[src/rtl/xlate_pkg.sv]
package xlate_pkg;
  localparam int XL_AW = 32;

  typedef struct packed {
    logic [XL_AW-1:0] start;
    logic [XL_AW-1:0] size;
  } win_t;
endpackage

[src/rtl/xlate_cfg_bank.sv]
module xlate_cfg_bank
  import xlate_pkg::*;
#(
  parameter int NWIN  = 4,
  parameter int SEL_W = $clog2(2*NWIN)
) (
  input  logic             clk,
  input  logic             rst,
  input  logic             we,
  input  logic [SEL_W-1:0] sel,
  input  logic [XL_AW-1:0] wdata,
  output logic [XL_AW-1:0] rdata,
  output win_t             mem_win,
  output win_t             reg_win
);
  localparam int NREG = 2*NWIN;

  logic [XL_AW-1:0] regs_q [NREG];

  for (genvar g = 0; g < NREG; g++) begin : g_reg
    always_ff @(posedge clk) begin
      if (rst) regs_q[g] <= '0;
      else if (we && (int'(sel) == g)) regs_q[g] <= wdata;
    end
  end

  always_ff @(posedge clk) begin
    if (rst) rdata <= '0;
    else if (int'(sel) < NREG) rdata <= regs_q[sel];
    else rdata <= '0;
  end

  assign mem_win = '{start: regs_q[0], size: regs_q[1]};
  assign reg_win = '{start: regs_q[2], size: regs_q[3]};
endmodule

[src/rtl/xlate_map.sv]
module xlate_map
  import xlate_pkg::*;
(
  input  logic [XL_AW-1:0] vaddr,
  input  win_t             mem_win,
  input  win_t             reg_win,
  output logic [XL_AW-1:0] paddr,
  output logic             miss
);
  logic [XL_AW:0] v_w, reg_lo, reg_hi, mem_lo, mem_hi;
  logic           in_reg, in_mem;

  always_comb begin
    v_w    = {1'b0, vaddr};
    reg_lo = {1'b0, reg_win.start};
    reg_hi = reg_lo + {1'b0, reg_win.size};
    mem_lo = {1'b0, mem_win.start};
    mem_hi = mem_lo + {1'b0, mem_win.size};
    in_reg = (v_w >= reg_lo) && (v_w < reg_hi);
    in_mem = (v_w >= mem_lo) && (v_w < mem_hi);
    if (in_reg) paddr = vaddr - reg_win.start + mem_win.size;
    else        paddr = vaddr - mem_win.start;
    miss = !in_reg && !in_mem;
  end
endmodule

[src/rtl/win_xlate.sv]
module win_xlate
  import xlate_pkg::*;
#(
  parameter int NWIN  = 4,
  parameter int AW    = XL_AW,
  parameter int SEL_W = $clog2(2*NWIN)
) (
  input  logic             clk,
  input  logic             rst,
  input  logic             cfg_we,
  input  logic [SEL_W-1:0] cfg_sel,
  input  logic [AW-1:0]    cfg_wdata,
  output logic [AW-1:0]    cfg_rdata,
  input  logic             req_valid,
  input  logic [AW-1:0]    req_vaddr,
  output logic             out_valid,
  output logic [AW-1:0]    out_paddr,
  output logic             out_miss
);
  win_t          mem_w, reg_w;
  logic [AW-1:0] paddr_c;
  logic          miss_c;

  xlate_cfg_bank #(.NWIN(NWIN), .SEL_W(SEL_W)) bank_i (
    .clk(clk), .rst(rst), .we(cfg_we), .sel(cfg_sel), .wdata(cfg_wdata),
    .rdata(cfg_rdata), .mem_win(mem_w), .reg_win(reg_w)
  );

  xlate_map map_i (
    .vaddr(req_vaddr), .mem_win(mem_w), .reg_win(reg_w),
    .paddr(paddr_c), .miss(miss_c)
  );

  always_ff @(posedge clk) begin
    if (rst) begin
      out_valid <= 1'b0;
      out_paddr <= '0;
      out_miss  <= 1'b0;
    end else begin
      out_valid <= req_valid;
      out_miss  <= req_valid && miss_c;
      if (req_valid) out_paddr <= paddr_c;
    end
  end
endmodule

[config.mk]
export PLATFORM = sky130hd
export DESIGN_NAME = win_xlate
export DESIGN_NICKNAME = d
export VERILOG_FILES = /design/src/rtl/xlate_pkg.sv /design/src/rtl/xlate_cfg_bank.sv /design/src/rtl/xlate_map.sv /design/src/rtl/win_xlate.sv
export SDC_FILE = /design/constraint.sdc
export NUM_CORES = 1
export LEC_CHECK = 0
export BUFFER_PORTS_ARGS = -buffer_cell sky130_fd_sc_hd__buf_2
export CAP_MARGIN = 20
export CORE_ASPECT_RATIO = 0.9
export CORE_MARGIN = 3
export CORE_UTILIZATION = 35
export CTS_BUF_LIST = sky130_fd_sc_hd__clkbuf_8
export DETAILED_ROUTE_END_ITERATION = 10
export SLEW_MARGIN = 20
export SYNTH_ARGS = -nofsm -noshare
export SYNTH_HDL_FRONTEND = slang
export SYNTH_SLANG_ARGS = --single-unit
[constraint.sdc]
create_clock -name clk -period 7.8 [get_ports clk]
set_input_delay 1.56 -clock clk [delete_from_list [all_inputs] [get_ports clk]]
set_output_delay 1.56 -clock clk [all_outputs]
set_load 0.05 [all_outputs]
After elaboration in Yosys (flattened, before gate mapping)

Memory sizes are Yosys's and may differ from the RTL's. A register that Yosys moved wholly into a read port is not among the register bits.
Cells that the tools add are included.

Flip-flop bits (word level): 34
Bits in writable memories: 256
Input bits: 71
Output and inout port bits: 66
Logic and storage cells: 78
Memories: 1

Add/subtract/negate cells: 5
Order comparisons: 4
Equality and inequality tests: 7
Multiplexer cells: 35
Bitwise logic cells: 8
Reduce and logical (&&, ||, !) cells: 15

Memory list:

| memory        | depth | bits a word | rd ports | clocked after Yosys merged registers in | write ports | RTL line             | RTL |
|---|---|---|---|---|---|---|---|
| bank_i.regs_q | 8     | 32          | 5        | 1                                       | 8           | xlate_cfg_bank.sv:18 | `logic [XL_AW-1:0] regs_q [NREG];` |

Operators with widths:

| operator           | number |
|---|---|
| $mux 32            | 9 |
| $add 32x32->33     | 2 |
| $lt 32x33->1       | 2 |
| $ge 32x32->1       | 2 |
| $sub 32x32->32     | 2 |
| $add 32x32->32     | 1 |
| $mux 1             | 26 |
| $eq 3x3->1 const B | 4 |
| $logic_and 1x1->1  | 12 |
| $or 1x1->1         | 8 |
| $eq 3x2->1 const B | 2 |
| $eq 3x1->1 const B | 1 |
| $logic_not 3->1    | 1 |
| $logic_not 1->1    | 2 |

Longest topological paths before layout

An unclocked memory read counts as a cell.

Word-level depth: 7
Depth in mapped cells: 24
Gate-level depth less buffers: 22

Hierarchy

A second synthesis with hierarchy kept.

Cell total of the unflattened synthesis: 2277
Area total of the unflattened synthesis: 23431.2 sq um

By module, submodules not included:

| module         | times used | cells each | area each (sq um) | sequential area each (sq um) |
|---|---|---|---|---|
| xlate_cfg_bank | 1          | 822        | 12313.1           | 8328.0 |
| xlate_map      | 1          | 1347       | 9892.0            | 0.0 |
| win_xlate      | 1          | 108        | 1226.2            | 680.7 |

Least setup slack after synthesis

No wires, ideal clock.

Kind: input to register
From: input port req_vaddr[1]
To: register out_paddr[27]
Setup time: 0.127 ns
Arrival: 4.727 ns
Required time: 7.673 ns
Slack: 2.946 ns
Stages on the path: 14
Path buffers: 0
Path through: inv_1 -> fa_1 -> inv_1 -> ha_1 -> a211oi_1 -> o21a_1 -> or4b_1 -> a2111oi_0 -> o21ai_1 -> nand4_1 -> a31oi_1 -> xor2_1 -> nor3_1 -> or3_1

Longest elaborated chain between the ends: 3
Elaborated cells on any way between the ends: 7
Classes of those cells: add/sub: 3; order compare: 2; mux: 1; reduce/logical: 1

RTL lines:

| what                                                       | RTL line                         | RTL |
|---|---|---|
| start: declaration                                         | win_xlate.sv:15                  | `input logic [AW-1:0] req_vaddr,` |
| $sub 32x32->32 (tied with other cells)                     | xlate_map.sv:21                  | `if (in_reg) paddr = vaddr - reg_win.start + mem_win.size;` |
| $add 32x32->32 / $logic_and 1x1->1 (equally long branches) | xlate_map.sv:21, xlate_map.sv:19 |  |
| $mux 32 *                                                  | xlate_map.sv:21                  |  |
| end signal: assignment                                     | win_xlate.sv:42                  | `if (req_valid) out_paddr <= paddr_c;` |
| end: declaration                                           | win_xlate.sv:17                  | `output logic [AW-1:0] out_paddr,` |

Mark *: on every way between the ends. The rest lies on a longest branch, timed or not.
A chain may end at the register's enable or synchronous reset.

==> results.cfg <==
[cts]
cts_buffers = 56
cts_max_level = 2
tritoncts = built
clock_sinks = 322
root_buffer = clkbuf_8
hold_buffers = 0
clk_latency_ps = 670
cts_setup_buffers = 0
cts_buffer_depth = 3
post_cts_resized = 0
clk_pin_slew_ps = 60

[die]
die_y_um = 249
ios = 137
initial_utilization_pct = 35.6
die_area_um2 = 68700
dieWidth_um = 276
core_um2 = 64500
rows = 88

[sta]
fin_ws_ps = 1830
layout_min_cycle_time_ps = 5970
finalSetupViolCount = 0
finalCritPeriodShare_pct = 76.5
report.final.hold_viol_count = 0
grt_setup_unrepaired = false
drv_slew = 0
tightest_slew_ps = 967
fmaxAchievable_mhz = 168
fin_tns_setup_ps = 0
fin_worst_skew_ps = 42.5
slew_headroom_pct = 35.5

[worst_hold_path]
hold_path_depth = 2
hp-class = flop to flop
hold_end = out_paddr[19]$_SDFFE_PP0P_
min_from = out_paddr[19]$_SDFFE_PP0P_

[setup_path]
r2r-end = out_paddr[2]$_SDFFE_PP0P_
worstPathArrival_ps = 6520
rrSetupSlack_ps = 1830
reg2reg_from = bank_i.regs_q[2][3]$_SDFFCE_PN0P_
cp-end-kind = flop
crit_type = flop to flop
crit_fanout = 49
cp.required_ps = 8360
rr_worst_depth = 21
cp-start-kind = flop

[global_route]
grtUsageTotal_pct = 18.4
antenna_found_initial = 16
grt_pass1_vias = 17008
grt-ovfl-total = 0
grt_start_max_net_pins = 63
grt_pass1_wl_um = 99600

[yosys]
synthCells = 2209
syn_nets = 2536
yosysUniqueCellTypes = 76
ys_ff_latch = 322
syn_avg_cell_area_um2 = 10.4
ys_seq_area_share_pct = 39.2
synth_edf_count = 256
yosysWarnings = 0
syn_area_um2 = 23000
ys.flop_type = edfxtp_1
async_flop_share_pct = 0

[routing]
wire_per_inst_um = 19.8
avgViaCountPerCell = 5.29
vias = 17238
dr.first_iter.drc_count = 1187
antenna_left = 0
drc = 0
drt-total-wl_um = 64700
dr.pass1.iters = 7

[final_layout]
nets = 2680
seqCellArea_um2 = 9010
final_cell_mix = and2_1 (270), edfxtp_1 (256), inv_1 (248), ha_1 (222), a21oi_1 (137)
syn_to_final_growth_pct = 12.0
final_common_cell = and2_1
fillers = 6326
multi_input_area_um2 = 12900
drive_gt1_share_pct = 13.3

[outcome]
outcome = completed

[placed_design]
gp_congestion = 0.928
detailed_place_hpwl_um = 49000
port_buffers = 136
pre_cts_slack_ps = 1850

[power_and_ir_drop]
p_leak_nw = 11.2
ir_drop_uv = 123
power_density_nw_per_um2 = 206

[job]
max_cap_violations = 0
==> layout make-up <==
| class | instances | area share (%) |
|---|---|---|
| multi-input combinational | 1595 | 50.2 |
| antenna | 6 | 0.0583 |
| inverter | 222 | 3.24 |
| tap | 855 | 4.16 |
| clock inverter | 43 | 0.773 |
| clock buffer | 62 | 3.32 |
| timing repair buffer | 156 | 3.25 |
| sequential | 322 | 35.0 |
==> cell families after synthesis <==
family,share of synthesized area (%)
adders and majority gates,15.1
and+or+nand+nor,15.5
muxes,8.02
xor gates and xnor gates,3.97
AOI/OAI and AO/OA,13.5
buffers and inverters,4.78
DFF,39.2
==> routing by layer <==
layer	part of all wire [%]	track usage (%)	wire length, um
met1	49	27.2	31400
met2	43	27.6	27600
met3	6.1	3.10	3950
met4	2.5	5.46	1630
met5	0.18	0	114
==> Yosys cell counts (all sizes together) (10+ instances only) <==
master	count	area (um^2)
a211oi	42	315
a21o	62	465
a21oi	137	686
a31oi	20	131
and2	270	1690
and3	21	131
buf	14	53.8
clkbuf	56	210
dfxtp	66	1320
edfxtp	256	7690
fa	34	681
ha	222	2780
inv	222	833
mux2i	40	400
mux4	64	1440
nand2	92	345
nand2b	25	156
nand3	25	125
nand4	16	100
nor2	125	469
nor2b	13	81.3
nor3	21	105
o211ai	12	95.1
o21a	16	120
o21ai	92	460
o21bai	23	176
o31ai	10	75.1
or2	10	62.6
xnor2	53	464
xor2	51	447
==> sequential cells by signal (all words and copies together) (netlist names) <==
name           count
bank_i.rdata      32
out_valid          1
bank_i.regs_q    256
out_miss           1
out_paddr         32
==> power breakdown <==
group          leakage [nW]  internal, mW  switching (mW)
clock                 0.639         0.733           0.707
combinational          7.56         0.690            1.08
sequential             3.02          1.99          0.0948
==> how the worst max path moves through the flow <==
stage	from	to	depth (start not counted)
floorplan	req_vaddr[1]	out_paddr[27]$_SDFFE_PP0P_	14
global placement	bank_i.regs_q[2][2]$_SDFFCE_PN0P_	out_paddr[2]$_SDFFE_PP0P_	21
detailed placement	bank_i.regs_q[2][3]$_SDFFCE_PN0P_	out_paddr[2]$_SDFFE_PP0P_	21
CTS	bank_i.regs_q[2][2]$_SDFFCE_PN0P_	out_paddr[2]$_SDFFE_PP0P_	21
global route	bank_i.regs_q[2][3]$_SDFFCE_PN0P_	out_paddr[2]$_SDFFE_PP0P_	21
finish	bank_i.regs_q[2][3]$_SDFFCE_PN0P_	out_paddr[2]$_SDFFE_PP0P_	21
==> stage by stage <==
step / power (mW) / area [um^2] / utilization (%) / cells / hold WS (ps)
after floorplan: 3.39 / 23000 / - / 2209 / 663
after CTS: 5.34 / 25700 / 39.9 / 3255 / 482
after global placement: 3.85 / 24700 / 38.2 / 3150 / 468
after global routing: 5.64 / 25700 / 39.9 / 3260 / 501
after detailed placement: 3.88 / 24700 / 38.2 / 3150 / 469
final: 5.30 / 25700 / 39.9 / 3261 / 479
==> worst max-delay path, cell delays in order (launching register included) <==
cell and delay, ps:
edfxtp_1 480, ha_1 390, and3_1 190, a2111oi_1 630
a21oi_1 270, nand4_1 230, a31oi_1 240, a41oi_1 380
nand2_1 80, a31oi_1 270, o211ai_1 130, xnor2_1 140
ha_1 290, a211oi_1 200, o21ai_0 140, o221ai_1 250
nor2_1 80, a21oi_1 260, o21ai_4 150, buf_4 330
or3_1 440, a311oi_1 260
Note: power is estimated with default switching activity, not from simulation.
